File: src/rtl/acc_cpu_pkg.sv
package acc_cpu_pkg;

  typedef enum logic [2:0] {
    ST_FETCH,
    ST_OPR1,
    ST_OPR2,
    ST_EXEC,
    ST_MEM,
    ST_MEM2,
    ST_HALT
  } cpu_state_e;

  localparam logic [7:0] OPC_HL_IMM  = 8'h01;
  localparam logic [7:0] OPC_A_IMM   = 8'h02;
  localparam logic [7:0] OPC_HL_INC  = 8'h03;
  localparam logic [7:0] OPC_ADD_MEM = 8'h04;
  localparam logic [7:0] OPC_ST_MEM  = 8'h05;
  localparam logic [7:0] OPC_HL_DIR  = 8'h06;
  localparam logic [7:0] OPC_ROT_R   = 8'h07;
  localparam logic [7:0] OPC_B_DEC   = 8'h08;
  localparam logic [7:0] OPC_JMP_NZ  = 8'h09;
  localparam logic [7:0] OPC_B_IMM   = 8'h0A;
  localparam logic [7:0] OPC_STOP    = 8'h0F;

  typedef struct packed {
    logic [1:0] n_opr;     // operand bytes after the opcode
    logic       to_mem;    // needs a data access through a pointer
    logic       mem_pair;  // data access spans two bytes
    logic       stop;      // enter the halted state
  } op_info_t;

endpackage

File: src/rtl/acc_cpu_decode.sv
module acc_cpu_decode
  import acc_cpu_pkg::*;
(
  input  logic [7:0] opcode,
  output op_info_t   info
);

  always_comb begin
    info = '0;
    case (opcode)
      OPC_HL_IMM, OPC_JMP_NZ: info.n_opr = 2'd2;
      OPC_A_IMM, OPC_B_IMM:   info.n_opr = 2'd1;
      OPC_ADD_MEM, OPC_ST_MEM: info.to_mem = 1'b1;
      OPC_HL_DIR: begin
        info.n_opr    = 2'd2;
        info.to_mem   = 1'b1;
        info.mem_pair = 1'b1;
      end
      OPC_STOP: info.stop = 1'b1;
      default: ;
    endcase
  end

endmodule

File: src/rtl/acc_cpu_alu.sv
module acc_cpu_alu #(
  parameter int DATA_W = 8
) (
  input  logic [DATA_W-1:0] acc,
  input  logic [DATA_W-1:0] breg,
  input  logic              cy,
  input  logic [DATA_W-1:0] mbyte,
  output logic [DATA_W-1:0] sum,
  output logic              sum_cy,
  output logic [DATA_W-1:0] rot,
  output logic              rot_cy,
  output logic [DATA_W-1:0] bdec,
  output logic              bdec_zero
);

  logic [DATA_W:0] wide_sum;

  always_comb begin
    wide_sum  = {1'b0, acc} + {1'b0, mbyte};
    sum       = wide_sum[DATA_W-1:0];
    sum_cy    = wide_sum[DATA_W];
    rot       = {cy, acc[DATA_W-1:1]};
    rot_cy    = acc[0];
    bdec      = breg - 1'b1;
    bdec_zero = (bdec == '0);
  end

endmodule

File: src/rtl/acc_cpu_seq.sv
module acc_cpu_seq
  import acc_cpu_pkg::*;
(
  input  logic       clk,
  input  logic       rst,
  input  op_info_t   info,
  output cpu_state_e state
);

  cpu_state_e nxt;

  always_comb begin
    nxt = ST_FETCH;
    case (state)
      ST_FETCH: begin
        if (info.n_opr != 2'd0) nxt = ST_OPR1;
        else if (info.to_mem)   nxt = ST_MEM;
        else if (info.stop)     nxt = ST_HALT;
        else                    nxt = ST_EXEC;
      end
      ST_OPR1: nxt = (info.n_opr == 2'd2) ? ST_OPR2 : ST_FETCH;
      ST_OPR2: nxt = info.to_mem ? ST_MEM : ST_FETCH;
      ST_MEM:  nxt = info.mem_pair ? ST_MEM2 : ST_FETCH;
      ST_HALT: nxt = ST_HALT;
      default: nxt = ST_FETCH;
    endcase
  end

  always_ff @(posedge clk) begin
    if (rst) state <= ST_FETCH;
    else     state <= nxt;
  end

endmodule

File: src/rtl/acc_cpu.sv
module acc_cpu
  import acc_cpu_pkg::*;
#(
  parameter int DATA_W = 8
) (
  input  logic                  clk,
  input  logic                  rst,
  output logic [2*DATA_W-1:0]   mem_addr,
  output logic [DATA_W-1:0]     mem_wdata,
  input  logic [DATA_W-1:0]     mem_rdata,
  output logic                  mem_we,
  output logic                  halted
);

  localparam int ADDR_W = 2 * DATA_W;

  cpu_state_e          state;
  op_info_t            info;
  logic [7:0]          ir;
  logic [7:0]          opc_now;
  logic [ADDR_W-1:0]   pc;
  logic [ADDR_W-1:0]   hl;
  logic [DATA_W-1:0]   acc, breg, opr_lo, opr_hi;
  logic                cy, zf;
  logic [ADDR_W-1:0]   ptr;
  logic [DATA_W-1:0]   sum, rot, bdec;
  logic                sum_cy, rot_cy, bdec_zero;

  // The opcode is decoded straight off the bus while it is fetched.
  assign opc_now = (state == ST_FETCH) ? mem_rdata[7:0] : ir;
  assign ptr     = {opr_hi, opr_lo};

  acc_cpu_decode u_dec (
    .opcode (opc_now),
    .info   (info)
  );

  acc_cpu_seq u_seq (
    .clk   (clk),
    .rst   (rst),
    .info  (info),
    .state (state)
  );

  acc_cpu_alu #(.DATA_W(DATA_W)) u_alu (
    .acc       (acc),
    .breg      (breg),
    .cy        (cy),
    .mbyte     (mem_rdata),
    .sum       (sum),
    .sum_cy    (sum_cy),
    .rot       (rot),
    .rot_cy    (rot_cy),
    .bdec      (bdec),
    .bdec_zero (bdec_zero)
  );

  always_comb begin
    case (state)
      ST_MEM:  mem_addr = (ir == OPC_HL_DIR) ? ptr : hl;
      ST_MEM2: mem_addr = ptr + 1'b1;
      default: mem_addr = pc;
    endcase
  end

  assign mem_we    = (state == ST_MEM) && (ir == OPC_ST_MEM);
  assign mem_wdata = acc;
  assign halted    = (state == ST_HALT);

  always_ff @(posedge clk) begin
    if (rst) begin
      pc     <= '0;
      hl     <= '0;
      acc    <= '0;
      breg   <= '0;
      opr_lo <= '0;
      opr_hi <= '0;
      ir     <= '0;
      cy     <= 1'b0;
      zf     <= 1'b0;
    end else begin
      case (state)
        ST_FETCH: begin
          ir <= mem_rdata[7:0];
          pc <= pc + 1'b1;
        end
        ST_OPR1: begin
          pc <= pc + 1'b1;
          case (ir)
            OPC_A_IMM: acc    <= mem_rdata;
            OPC_B_IMM: breg   <= mem_rdata;
            default:   opr_lo <= mem_rdata;
          endcase
        end
        ST_OPR2: begin
          case (ir)
            OPC_HL_IMM: begin
              hl <= {mem_rdata, opr_lo};
              pc <= pc + 1'b1;
            end
            OPC_JMP_NZ: pc <= zf ? pc + 1'b1 : {mem_rdata, opr_lo};
            default: begin
              opr_hi <= mem_rdata;
              pc     <= pc + 1'b1;
            end
          endcase
        end
        ST_MEM: begin
          case (ir)
            OPC_ADD_MEM: begin
              acc <= sum;
              cy  <= sum_cy;
            end
            OPC_HL_DIR: hl[DATA_W-1:0] <= mem_rdata;
            default: ;
          endcase
        end
        ST_MEM2: hl[ADDR_W-1:DATA_W] <= mem_rdata;
        ST_EXEC: begin
          case (ir)
            OPC_HL_INC: hl <= hl + 1'b1;
            OPC_ROT_R: begin
              acc <= rot;
              cy  <= rot_cy;
            end
            OPC_B_DEC: begin
              breg <= bdec;
              zf   <= bdec_zero;
            end
            default: ;
          endcase
        end
        default: ;
      endcase
    end
  end

endmodule

File: config.mk
export PLATFORM = sky130hd
export DESIGN_NAME = acc_cpu
export DESIGN_NICKNAME = d
export VERILOG_FILES = /design/src/rtl/acc_cpu_pkg.sv /design/src/rtl/acc_cpu_decode.sv /design/src/rtl/acc_cpu_alu.sv /design/src/rtl/acc_cpu_seq.sv /design/src/rtl/acc_cpu.sv
export SDC_FILE = /design/constraint.sdc
export NUM_CORES = 1
export LEC_CHECK = 0
export BUFFER_PORTS_ARGS = -buffer_cell sky130_fd_sc_hd__buf_2
export CAP_MARGIN = 15
export CORE_MARGIN = 4
export CORE_UTILIZATION = 50
export DETAILED_ROUTE_END_ITERATION = 8
export PLACE_DENSITY_LB_ADDON = 0.2
export SYNTH_ARGS = -nofsm -noshare
export SYNTH_HDL_FRONTEND = slang
export SYNTH_HIERARCHICAL = 1
export SYNTH_SLANG_ARGS = --single-unit
File: constraint.sdc
create_clock -name clk -period 3.5 [get_ports clk]
set_clock_uncertainty 0.1 [all_clocks]
set_input_delay 0.35 -clock clk [delete_from_list [all_inputs] [get_ports clk]]
set_output_delay 0.35 -clock clk [all_outputs]
set_load 0.01 [all_outputs]
==> results of run 1 <==
registers in the layout, summed over array words and instances (netlist names), 3 cells and up:
name / count
mem_wdata: 8
opr_hi: 8
opr_lo: 8
ir: 8
u_seq/state: 3
breg: 8
hl: 16
pc: 16
layout by cell type (no fill, tap or decap), drive strengths merged, types with 8 or more instances in the layout:
cell type / Yosys / routed
and3: 8 / 8
mux2i: 29 / 29
or4: 8 / 8
xor2: 9 / 9
nand4: 13 / 13
clkbuf: 32 / 11
inv: 15 / 15
a311oi: 16 / 16
mux2: 11 / 11
nor3: 24 / 24
ha: 13 / 13
and2: 12 / 12
a22oi: 9 / 9
xnor2: 10 / 10
a21oi: 41 / 41
nand2: 89 / 89
dfxtp: 77 / 77
a31oi: 12 / 12
nand3: 29 / 29
buf: 29 / 46
o21ai: 43 / 43
nor2: 83 / 83
final cells by class:
| class | count | area [µm²] | area share (%) |
|---|---|---|---|
| multi-input cells | 570 | 3667 | 60.55 |
| flip-flops and latches | 77 | 1541 | 25.45 |
| repair buffers | 46 | 257.7 | 4.255 |
| clock buffers | 11 | 252.7 | 4.173 |
| well taps | 140 | 175.2 | 2.892 |
| clock inverters | 5 | 106.4 | 1.756 |
| inverters | 15 | 56.30 | 0.9296 |
layer usage:
metal	global-route usage [%]	routed length, µm	share of wire, %
met1	36.14	7329	44
met4	10.45	364	2.2
met2	40.32	7745	46
met5	0	0	0
met3	3.714	1312	7.8
cells by family (layout without fill, tap and decap cells):
family                   count (synthesis)  in the layout  synth area share (%)
adder cells (fa/ha/maj)                 14             14                 3.249
multiplexers                            40             40                 7.365
AO/OA/AOI/OAI                          186            186                 22.67
flip-flops                              77             77                 27.41
XOR/XNOR                                19             19                 3.093
AND/OR/NAND/NOR                        311            311                 28.75
buffers and inverters                   77             77                 7.454
through the flow:
step	hold WS [ns]	cell area [µm²]	std cells
6_report	0.3183	6057	864
5_1_grt	0.3268	6057	864
4_1_cts	0.3094	6057	864
3_5_place_dp	0.3911	5698	848
3_3_place_gp	0.3884	5698	848
2_1_floorplan	0.3636	5623	724
worst min-delay path, cell delays in order:
cell and delay, ns:
buf_2 0.19, nand2_1 0.09, a311oi_1 0.08
final timing paths:
kind              cells after the start  slack (ns)                   endpoint                 startpoint
hold reg to reg                       2        0.41        hl[15]$_SDFFE_PP0P_        hl[15]$_SDFFE_PP0P_
hold / removal                        3        0.32  mem_wdata[0]$_SDFFE_PP0P_               mem_rdata[0]
setup reg to reg                      7        0.49  u_seq/state[2]$_SDFF_PP0_  u_seq/state[1]$_SDFF_PP0_
setup / recovery                      6        0.47               mem_addr[10]           ir[1]$_SDFF_PP0_
power by group:
| group | internal (mW) | total (mW) | switching [mW] |
|---|---|---|---|
| clock | 0.737 | 1.13 | 0.392 |
| sequential | 0.996 | 1.19 | 0.193 |
| combinational | 0.615 | 1.58 | 0.962 |
| total | 2.35 | 3.89 | 1.55 |
==> flow_summary.toml, run 1 <==
[worst_hold_path]
hp-class = "in2reg"

[clocking]
clk_latency_ns = 0.34
htreeDepth = 3
cts_tree = "done"
post_cts_buffers = 0
hold_buffers = 0
clock_path_buffers = 2
cts_resized = 0
cts.clk_slew.worst_paths_ns = 0.06
cts_root_buf = "clkbuf_16"
clock-sinks = 77
numCtsBuffers = 9

[placed_design]
io_buffers = 35
gp_congestion = 0.9250
dpl.hpwl_um = 11370
dp_slack_ns = 0.5543

[synthesis]
synth.most_common_cell = "nand2_1"
syn_avg_cell_area_um2 = 7.766
yosysSeqAreaShare_pct = 27.41
ys_ff_latch = 77
yosysUniqueCellTypes = 86
synth_nets = 748
synth_top_cell_by_area = "dfxtp_1"
ys_top_cells_by_area = "dfxtp_1, nand2_1, nor2_1"
yosys_warnings = 6
synth_edf_count = 0
syn_inst = 724
netlist.area_leader.share_pct = 27.41
ys.flop_type = "dfxtp_1"
yosys-top-cells-count = "nand2_1, nor2_1, dfxtp_1"
synth-async-reset-ratio_pct = 0
syn_area_mm2 = 0.005623

[die]
core_area_mm2 = 0.01094
die_y_um = 114.0
die_area_mm2 = 0.01301
initial_core_util_pct = 51.42
io_pins = 36
die-width_um = 114.0
rows = 38

[pwr]
total_power_mw = 3.895
p_leak_nw = 2.273
ir_drop_mv = 0.2544
powerDensity_mw_per_mm2 = 643.0

[timing]
setup-violations-final = 0
maxSlewHeadroom_pct = 44.54
fin_crit_ns = 3.034
worstMarginPinSlew_ns = 0.8319
hold_viol_final = 0
setup_tns_ns = 0
fin_crit_sh_pct = 86.70
worst_slack_ns = 0.4655
rsz0062_at_grt = "false"
fmax_ghz = 0.3295
slew_viol_final = 0

[worst_setup_path]
crit_path_end_kind = "primary output"
crit_arrival_ns = 2.58
worstPathRequired_ns = 3.05
critPathBufInv = 1
start_kind = "flip-flop"
worst_path_largest_cell_delay_ns = 0.49
crit_chain = "nor2b_1 -> nand3_2 -> nand2_1 -> o2bb2ai_1 -> o31ai_1 -> buf_2"
cp_max_fo = 9
path_class = "reg2out"
path_delay_family = "simple AND/OR/NAND/NOR gates"
cpMaxStageDelayCell = "dfxtp_1"

[layout]
fin_nets = 743
utilization_pct = 55.39
drive_gt1_share_pct = 15.19
fillCellCount = 1045
syn2layout_area_growth_pct = 7.721
antenna_cells = 0

[grt]
grt_pass1_vias = 5008
grt_pass1_wl_um = 26790
antenna_found_initial = 0
grt-ovfl-total = 0
grt_max_degree = 42
grt_usage_pct = 25.94

[drt]
wl_per_cell_um = 19.39
firstDrtPassIters = 5
vias_per_cell = 6.376
drcViolationCount = 0
totalWireLength_um = 16750
postRouteAntennaNets = 0
drt_iter0_drc = 780
dr_total_vias = 5509

[job]
cap_viol_max_count = 0

[run_status]
status = "complete, no violations"
No activity file was read; power rests on OpenSTA's default activity.
==> inputs of run 2 (changes only) <==
Settings changed: CELL_PAD_IN_SITES_DETAIL_PLACEMENT set to 1, CELL_PAD_IN_SITES_GLOBAL_PLACEMENT set to 2, CORE_UTILIZATION 50 to 37.
==> flow_summary.toml, run 2 (same netlist as run 1, synthesis figures left out) <==
[run_status]
status = "complete, no violations"

[placed_design]
dp_slack_ns = 0.5087
dpl_cell_area_mm2 = 0.005806
post-place-cells = 899
io_buffers = 35
gp_congestion = 0.8680
dpl.hpwl_um = 14430

[worst_setup_path]
crit_arrival_ns = 3.09
start_kind = "flip-flop"
rr_worst_depth = 7
r2r_end = "u_seq/state[0]$_SDFF_PP0_"
worstPathRequired_ns = 3.62
cp_max_fo = 8
crit_path_end_kind = "flip-flop"
rrSetupSlack_ns = 0.52
r2r-start = "u_seq/state[1]$_SDFF_PP0_"
path_class = "reg2reg"

[drt]
postRouteAntennaNets = 0
dr_total_vias = 5625
totalWireLength_um = 20430
vias_per_cell = 6.148
drcViolationCount = 0
firstDrtPassIters = 5
wl_per_cell_um = 22.33
drt_iter0_drc = 442

[worst_hold_path]
whs_path_depth = 3
hp-class = "in2reg"
hold_start = "mem_rdata[7]"
min_to = "ir[7]$_SDFF_PP0_"

[layout]
antenna_cells = 0
reg.largest.list = "hl: 16 flops, pc: 16 flops"
drive_gt1_share_pct = 16.01
syn2layout_area_growth_pct = 9.702
final_common_cell = "nand2_1"
fin_cells = 915
utilization_pct = 41.96
final_cell_mix = "nand2_1, nor2_1, dfxtp_1"
fin_nets = 750
final_area_mm2 = 0.006168

[clocking]
cts_tree = "done"
clock_path_buffers = 2
htreeDepth = 3
cts.clk_slew.worst_paths_ns = 0.06
numCtsBuffers = 9
hold_buffers = 0
clk_latency_ns = 0.35
post_cts_buffers = 0
cts_resized = 0
cts_root_buf = "clkbuf_16"
clock-sinks = 77

[timing]
maxSlewHeadroom_pct = 46.67
slew_viol_final = 0
fin_crit_sh_pct = 85.05
fin_hold_ws_ns = 0.3079
setup-violations-final = 0
setup_tns_ns = 0
rsz0062_at_grt = "false"
worst_slack_ns = 0.5234
fmax_ghz = 0.3360
hold_viol_final = 0
fin_crit_ns = 2.977
worstMarginPinSlew_ns = 0.8000

[die]
die_y_um = 131.3
io_pins = 36
die_area_mm2 = 0.01723
core_area_mm2 = 0.01470
rows = 44
initial_core_util_pct = 38.25
die-width_um = 131.3

[grt]
antenna_found_initial = 0
grt_usage_pct = 23.34
grt_pass1_vias = 5696
grt_pass1_wl_um = 32330
grt_max_degree = 45
grt-ovfl-total = 0

[pwr]
powerDensity_mw_per_mm2 = 652.3
total_power_mw = 4.024
p_leak_nw = 2.310
ir_drop_mv = 0.3023

[job]
cap_viol_max_count = 0
==> run 2: cell count changes in the layout (fill, tap and decap cells not counted) <==
cell | before | now
buf_4 | 11 | 18
clkbuf_8 | 2 | 0
clkinv_2 | 0 | 2
bufinv_16 | 3 | 4
clkinv_4 | 1 | 0
==> run 2: layout make-up <==
| class | instances | area (µm²) |
|---|---|---|
| clock inverters | 7 | 137.6 |
| repair buffers | 53 | 310.3 |
| fillers | 1805 | 8531 |
| inverters | 15 | 56.30 |
| multi-input cells | 570 | 3667 |
| well taps | 184 | 230.2 |
| clock buffers | 9 | 225.2 |
| flip-flops and latches | 77 | 1541 |
==> run 2: critical path, cell delays in order, from the launching register on <==
cell       delay (ns)
dfxtp_1          0.31
nor3_2           0.51
mux2_2           0.42
or4_4            0.58
a2111oi_2        0.47
nor2_1           0.10
nor3_1           0.24
a211oi_1         0.13
==> run 2: worst max-delay path by stage <==
stage	endpoint	slack [ns]	startpoint	cells after the start
floorplan	u_seq/state[2]$_SDFF_PP0_	0.47	u_seq/state[1]$_SDFF_PP0_	9
global placement	u_seq/state[2]$_SDFF_PP0_	0.64	u_seq/state[1]$_SDFF_PP0_	7
detailed placement	u_seq/state[0]$_SDFF_PP0_	0.51	u_seq/state[1]$_SDFF_PP0_	7
CTS	u_seq/state[0]$_SDFF_PP0_	0.49	u_seq/state[1]$_SDFF_PP0_	7
global route	u_seq/state[0]$_SDFF_PP0_	0.37	u_seq/state[1]$_SDFF_PP0_	7
finish	u_seq/state[0]$_SDFF_PP0_	0.52	u_seq/state[1]$_SDFF_PP0_	7
==> run 2: routing by layer <==
layer | vias to the layer above | track usage [%] | routed length [µm]
met2 | 129 | 37.96 | 9534
met1 | 2813 | 32.13 | 9700
met3 | 22 | 3.364 | 818
li1 | 2661 | - | -
met4 | 0 | 7.235 | 376
met5 | - | 0 | 0
==> run 2: power by group <==
group	total (mW)	switching [mW]	internal, mW
clock	1.18	0.413	0.767
combinational	1.65	1.03	0.626
sequential	1.19	0.196	0.996
total	4.02	1.64	2.39
